==> src/rtl/cfu_pkg.sv <==
package cfu_pkg;
  localparam int XLEN = 32;

  localparam logic [5:0] OP_JREG  = 6'h30;
  localparam logic [5:0] OP_CALLR = 6'h36;
  localparam logic [5:0] OP_JIMM  = 6'h38;
  localparam logic [5:0] OP_CALLI = 6'h3E;

  typedef enum logic [2:0] {
    K_NONE, K_COND, K_JREG, K_CALLR, K_JIMM, K_CALLI
  } flow_kind_e;

  // 16-bit word offset, sign-extended, scaled to bytes
  function automatic logic [XLEN-1:0] offset_short(input logic [15:0] imm);
    return {{(XLEN-18){imm[15]}}, imm, 2'b00};
  endfunction

  // 26-bit word offset, sign-extended, scaled to bytes
  function automatic logic [XLEN-1:0] offset_long(input logic [25:0] imm);
    return {{(XLEN-28){imm[25]}}, imm, 2'b00};
  endfunction

  // low opcode bits select the comparison
  function automatic logic compare_hit(input logic [2:0] sel,
                                       input logic [XLEN-1:0] a,
                                       input logic [XLEN-1:0] b);
    case (sel)
      3'd1:    return a == b;
      3'd2:    return $signed(a) >  $signed(b);
      3'd3:    return $signed(a) >= $signed(b);
      3'd4:    return a >= b;
      3'd5:    return a >  b;
      3'd7:    return a != b;
      default: return 1'b0;
    endcase
  endfunction
endpackage

==> src/rtl/cfu_decode.sv <==
module cfu_decode
  import cfu_pkg::*;
(
  input  logic [XLEN-1:0] instr,
  output flow_kind_e      kind,
  output logic [2:0]      cond_sel,
  output logic [4:0]      src_idx
);
  logic [5:0] opcode;
  assign opcode   = instr[31:26];
  assign cond_sel = opcode[2:0];
  assign src_idx  = instr[25:21];

  always_comb begin
    kind = K_NONE;
    if (opcode[5:3] == 3'b010 && opcode[2:0] != 3'd0 && opcode[2:0] != 3'd6)
      kind = K_COND;
    else if (opcode == OP_JREG)  kind = K_JREG;
    else if (opcode == OP_CALLR) kind = K_CALLR;
    else if (opcode == OP_JIMM)  kind = K_JIMM;
    else if (opcode == OP_CALLI) kind = K_CALLI;
  end
endmodule

==> src/rtl/cfu_cmp.sv <==
module cfu_cmp
  import cfu_pkg::*;
(
  input  logic [2:0]      cond_sel,
  input  logic [XLEN-1:0] opa,
  input  logic [XLEN-1:0] opb,
  output logic            hit
);
  assign hit = compare_hit(cond_sel, opa, opb);
endmodule

==> src/rtl/cfu_target.sv <==
module cfu_target
  import cfu_pkg::*;
(
  input  flow_kind_e      kind,
  input  logic [XLEN-1:0] pc,
  input  logic [XLEN-1:0] instr,
  input  logic [XLEN-1:0] reg_target,
  input  logic            cond_hit,
  output logic [XLEN-1:0] next_pc,
  output logic            taken
);
  logic [XLEN-1:0] seq_pc, raw_pc;
  assign seq_pc = pc + XLEN'(4);

  always_comb begin
    raw_pc = seq_pc;
    taken  = 1'b0;
    case (kind)
      K_COND: if (cond_hit) begin
        raw_pc = pc + offset_short(instr[15:0]);
        taken  = 1'b1;
      end
      K_JREG, K_CALLR: begin
        raw_pc = reg_target;
        taken  = 1'b1;
      end
      K_JIMM, K_CALLI: begin
        raw_pc = pc + offset_long(instr[25:0]);
        taken  = 1'b1;
      end
      default: ;
    endcase
  end

  assign next_pc = {raw_pc[XLEN-1:2], 2'b00};
endmodule

==> src/rtl/cfu_iereg.sv <==
module cfu_iereg
  import cfu_pkg::*;
#(
  parameter int IE_W = 3
) (
  input  logic            clk,
  input  logic            rst_n,
  input  logic            step,
  input  logic            ret_exc,
  input  logic            ret_brk,
  input  logic            we,
  input  logic [XLEN-1:0] wdata,
  output logic [XLEN-1:0] ie
);
  logic [IE_W-1:0] ie_q;

  always_ff @(posedge clk or negedge rst_n) begin
    if (!rst_n)                  ie_q <= '0;
    else if (we)                 ie_q <= wdata[IE_W-1:0];
    else if (step && ret_exc)    ie_q[0] <= ie_q[1];
    else if (step && ret_brk)    ie_q[0] <= ie_q[2];
  end

  assign ie = {{(XLEN-IE_W){1'b0}}, ie_q};
endmodule

==> src/rtl/ctrl_flow_unit.sv <==
module ctrl_flow_unit
  import cfu_pkg::*;
#(
  parameter logic [31:0] RESET_PC = 32'h0,
  parameter logic [4:0]  LINK_IDX = 5'd29,
  parameter logic [4:0]  EXC_IDX  = 5'd30,
  parameter logic [4:0]  BRK_IDX  = 5'd31
) (
  input  logic        clk,
  input  logic        rst_n,
  input  logic        step_i,
  input  logic [31:0] instr_i,
  input  logic [31:0] rs_a_i,
  input  logic [31:0] rs_b_i,
  input  logic        ie_we_i,
  input  logic [31:0] ie_wdata_i,
  output logic [31:0] pc_o,
  output logic [31:0] next_pc_o,
  output logic        taken_o,
  output logic        link_we_o,
  output logic [4:0]  link_idx_o,
  output logic [31:0] link_data_o,
  output logic [31:0] ie_o
);
  flow_kind_e kind;
  logic [2:0] cond_sel;
  logic [4:0] src_idx;
  logic       cond_hit;
  logic       ret_exc, ret_brk, is_link;
  logic [31:0] pc_q;

  cfu_decode u_dec (.instr(instr_i), .kind(kind), .cond_sel(cond_sel), .src_idx(src_idx));

  cfu_cmp u_cmp (.cond_sel(cond_sel), .opa(rs_a_i), .opb(rs_b_i), .hit(cond_hit));

  cfu_target u_tgt (
    .kind(kind), .pc(pc_q), .instr(instr_i), .reg_target(rs_a_i),
    .cond_hit(cond_hit), .next_pc(next_pc_o), .taken(taken_o)
  );

  assign ret_exc = (kind == K_JREG) && (src_idx == EXC_IDX);
  assign ret_brk = (kind == K_JREG) && (src_idx == BRK_IDX);
  assign is_link = (kind == K_CALLR) || (kind == K_CALLI);

  cfu_iereg #(.IE_W(3)) u_ie (
    .clk(clk), .rst_n(rst_n), .step(step_i), .ret_exc(ret_exc),
    .ret_brk(ret_brk), .we(ie_we_i), .wdata(ie_wdata_i), .ie(ie_o)
  );

  always_ff @(posedge clk or negedge rst_n) begin
    if (!rst_n)      pc_q <= RESET_PC;
    else if (step_i) pc_q <= next_pc_o;
  end

  assign pc_o        = pc_q;
  assign link_we_o   = is_link;
  assign link_idx_o  = LINK_IDX;
  assign link_data_o = pc_q + 32'd4;
endmodule

==> config.mk <==
export PLATFORM = sky130hd
export DESIGN_NAME = ctrl_flow_unit
export DESIGN_NICKNAME = d
export VERILOG_FILES = /design/src/rtl/cfu_pkg.sv /design/src/rtl/cfu_decode.sv /design/src/rtl/cfu_cmp.sv /design/src/rtl/cfu_target.sv /design/src/rtl/cfu_iereg.sv /design/src/rtl/ctrl_flow_unit.sv
export SDC_FILE = /design/constraint.sdc
export NUM_CORES = 1
export LEC_CHECK = 0
export BUFFER_PORTS_ARGS = -buffer_cell sky130_fd_sc_hd__clkbuf_2
export CORE_MARGIN = 3
export CORE_UTILIZATION = 40
export DETAILED_ROUTE_END_ITERATION = 16
export HOLD_SLACK_MARGIN = 0.03
export PLACE_DENSITY_LB_ADDON = 0.25
export RECOVER_POWER = 25
export SYNTH_ARGS = -nofsm -noshare
export SYNTH_HDL_FRONTEND = slang
export SYNTH_SLANG_ARGS = --single-unit
export TNS_END_PERCENT = 5
==> constraint.sdc <==
create_clock -name clk -period 3.8 [get_ports clk]
set_clock_uncertainty 0.2 [all_clocks]
set_input_delay 0.19 -clock clk [delete_from_list [all_inputs] [get_ports clk]]
set_output_delay 0.19 -clock clk [all_outputs]
set_load 0.02 [all_outputs]
==> results_dict.tcl <==
set metrics [dict create \
    status "complete, but fails checks" \
    violations "max-capacitance violations, max-slew violations" \
    cp_top_family "compound AO/OA/AOI/OAI gates" \
    yosysUniqueCellTypes 78 \
    whs_ns 0.1742 \
    crit_cells 13 \
    clock-sinks 33 \
    crit_top_cell "a21oi_1" \
    p_sw_share_pct 54.78 \
    async_flop_share_pct 100.0 \
    worst_skew_pair.late_latency_ns 0.29 \
    antenna_found_initial 0 \
    synth_fa_ha_area_share_pct 14.83 \
    holdPathStages 4 \
    muxShareOfSynthArea_pct 9.466 \
    required_ns 3.41 \
    synth_top_area_share_pct 14.52 \
    root_buffer "clkbuf_16" \
    r2r_cells 12 \
    cts_buffer_depth 2 \
    rows 45 \
    io-pin-count 267 \
    die_w_um 133.1 \
    p_per_area_nw_per_um2 659.0 \
    start_kind "flip-flop" \
    drive_above_1_share_pct 25.28 \
    vias_per_cell 5.588 \
    overflow 0 \
    synth-edff-count 0 \
    synthMostInstantiatedCell "nand2_1" \
    syn-instance-count 839 \
    clock_power_share_pct 8.0 \
    post-route-util_pct 51.67 \
    critPathMaxFanout 4 \
    die_h_um 133.1 \
    setup_viol 0 \
    tightest_slew_ns 2.142 \
    drtIter0Drc 479 \
    yosysSeqAreaShare_pct 12.78 \
    p_total_uw 5272 \
    path_buf_inv 2 \
    area_delta_synth_final_pct 23.77 \
    finalMaxSlewViolations 34 \
    relSlewSlack_pct -42.80 \
    global_route.usage.total_pct 25.57 \
    p_int_uw 2384 \
    diodes 0 \
    cts_tree "built" \
    hold_viol_final 0 \
    rsz0062_at_grt "yes" \
    drc 0 \
    synth_top_area_cell "ha_1" \
    yosys_register_bits 33 \
    design.core.area_um2 15480 \
    synth_top_family_by_area "compound AO/OA/AOI/OAI gates" \
    final_nets 1267 \
    grt_max_degree 41 \
    vdd_ir_drop_max_v 0.0004341 \
    drtPass1Iterations 5 \
    maxCapViolCount 1 \
    io_buffers 197 \
    syn_area_per_cell_um2 7.704 \
    grt_pass1_vias 6812 \
    netlist_top_cells_area "ha_1 15%, dfrtp_1 13%, xnor2_1 6.4%, mux2i_1 5.1%, buf_4 4.8%" \
    power_frac_comb_pct 79.3 \
    worstSetupPathType "reg2out" \
    endpoint_kind "primary output" \
    grt_pass1_wl_mm 36.65 \
    period_needed_ns 3.742 \
    seqPwrFrac_pct 12.7 \
    slowest_stage "a2111oi_4" \
    yosys_warnings 0 \
    critPathMaxStageDelay_ns 0.46 \
    worstPathCellList "ha_1, a21oi_1, nand4b_1, a2111oi_4, o21bai_1, a21oi_1, buf_4, a41oi_1, xnor2_1, mux2_2, a22oi_2, nand2_1, clkbuf_2" \
    dp_cells 1249 \
    dr_total_vias 7102 \
    wl_per_cell_um 18.62 \
    die_area_um2 17720 \
    cts_buffers 5 \
    min_path_type "in2reg" \
    final_antenna_net_count 0 \
    leakagePower_uw 0.004008 \
    dp_hpwl_mm 19.25 \
    p_switching_uw 2888 \
    ys_top_cells_by_count "76 x nand2_1, 75 x ha_1, 57 x a21oi_1" \
    synth_xor_area_share_pct 8.537 \
    stdcell_count 1271 \
    synth_simple_gate_area_share_pct 19.30 \
    start_util_pct 41.75 \
    crit_arrival_ns 3.35 \
    finalCritPeriodShare_pct 98.48 \
    synth_top_flop_cell "dfrtp_1" \
    setup_tns_ns 0 \
    synth_area_um2 6464 \
    clkSlewWorstSetupHoldPaths_ns 0.06 \
    fmax_mhz 267.2 \
    gp_congestion 0.9320 \
    htree_levels 2 \
    routed_wl_mm 23.67 \
    synth_compound_area_share_pct 25.03 \
]
[flip-flops by register name (all words and copies together) (netlist names)]
register   flops
u_ie.ie_q      3
pc_o          30
[layout make-up]
class / count / area (um2)
clock buffers: 8 / 136.4
fillers: 1574 / 7483
inverters: 54 / 202.7
multi-input cells: 719 / 5220
flip-flops and latches: 33 / 825.8
well taps: 211 / 264.0
repair buffers: 246 / 1351
[per-stage QoR]
| step | area (um2) | setup WS (ns) |
|---|---|---|
| floorplan | 6606 | 0.3077 |
| global placement | 7696 | 0.1891 |
| detailed placement | 7696 | 0.1056 |
| CTS | 7961 | 0.002329 |
| global route | 8000 | -0.08524 |
| finish | 8000 | 0.05759 |
[tightest hold or removal path, delay by kind of cell]
family	cells	cell delay, ns
mux	1	0.16
buf+inv	1	0.10
compound gates	2	0.19
[final timing paths]
path	from	end	slack [ns]
min in group asynchronous	rst_n	u_ie.ie_q[1]$_DFFE_PN0P_	0.86
max in group asynchronous	rst_n	pc_o[24]$_DFFE_PN0P_	1.31
worst max register to register	pc_o[3]$_DFFE_PN0P_	pc_o[27]$_DFFE_PN0P_	0.40
worst min register to register	pc_o[15]$_DFFE_PN0P_	pc_o[15]$_DFFE_PN0P_	0.43
worst max-delay path	pc_o[3]$_DFFE_PN0P_	next_pc_o[25]	0.06
worst min-delay path	rs_a_i[13]	pc_o[13]$_DFFE_PN0P_	0.17
[metal layers]
layer / track usage [%] / part of all wire, %
met5: 0 / 0
met4: 7.486 / 2.7
met3: 6.382 / 8.2
met1: 33.30 / 44
met2: 42.01 / 45
[layout by cell type (no fill, tap or decap), types with 5 or more instances in the layout]
master,n
clkbuf_2,163
nand2_1,76
ha_1,74
a21oi_1,56
inv_1,54
nor2_1,49
xnor2_1,47
conb_1,40
buf_4,40
clkbuf_1,36
mux2i_1,33
dfrtp_1,33
a21o_1,29
nand3_1,28
o21ai_0,25
mux2_2,24
nand4_1,17
xor2_1,16
and3_1,13
a211oi_1,12
a31oi_1,12
nor3_1,11
o221ai_1,11
nand2b_1,10
nor2b_1,9
o211ai_1,8
o21a_1,8
dlygate4sd3_1,8
o21ai_1,7
and4_1,6
and2_1,6
clkbuf_16,5
[repair_timing]
item | in CTS | in global routing
hold buffers | 8 | 0
gates resized for setup | 8 | 13
endpoints found under the setup margin | 9 | 12
pin swaps | 6 | 5
hold endpoints to repair | 36 | 0
setup buffers | 2 | 4
[power groups by stage]
stage	registers, uW	logic [uW]	clock network [uW]
6_report	669	4180	424
3_3_place_gp	667	4040	0
5_1_grt	694	4550	434
2_1_floorplan	841	2690	0
4_1_cts	667	4130	429
3_5_place_dp	672	4060	0
[logic make-up (layout without fill, tap and decap cells)]
| kind of cell | count (synthesis) | count (layout) |
|---|---|---|
| adders and majority gates | 76 | 76 |
| DFF | 33 | 33 |
| and+or+nand+nor | 248 | 248 |
| xor gates and xnor gates | 63 | 63 |
| muxes | 58 | 58 |
| AOI/OAI and AO/OA | 234 | 234 |
| other | 2 | 40 |
| buffers and inverters | 125 | 308 |
Power figures use the tool's default switching activity.
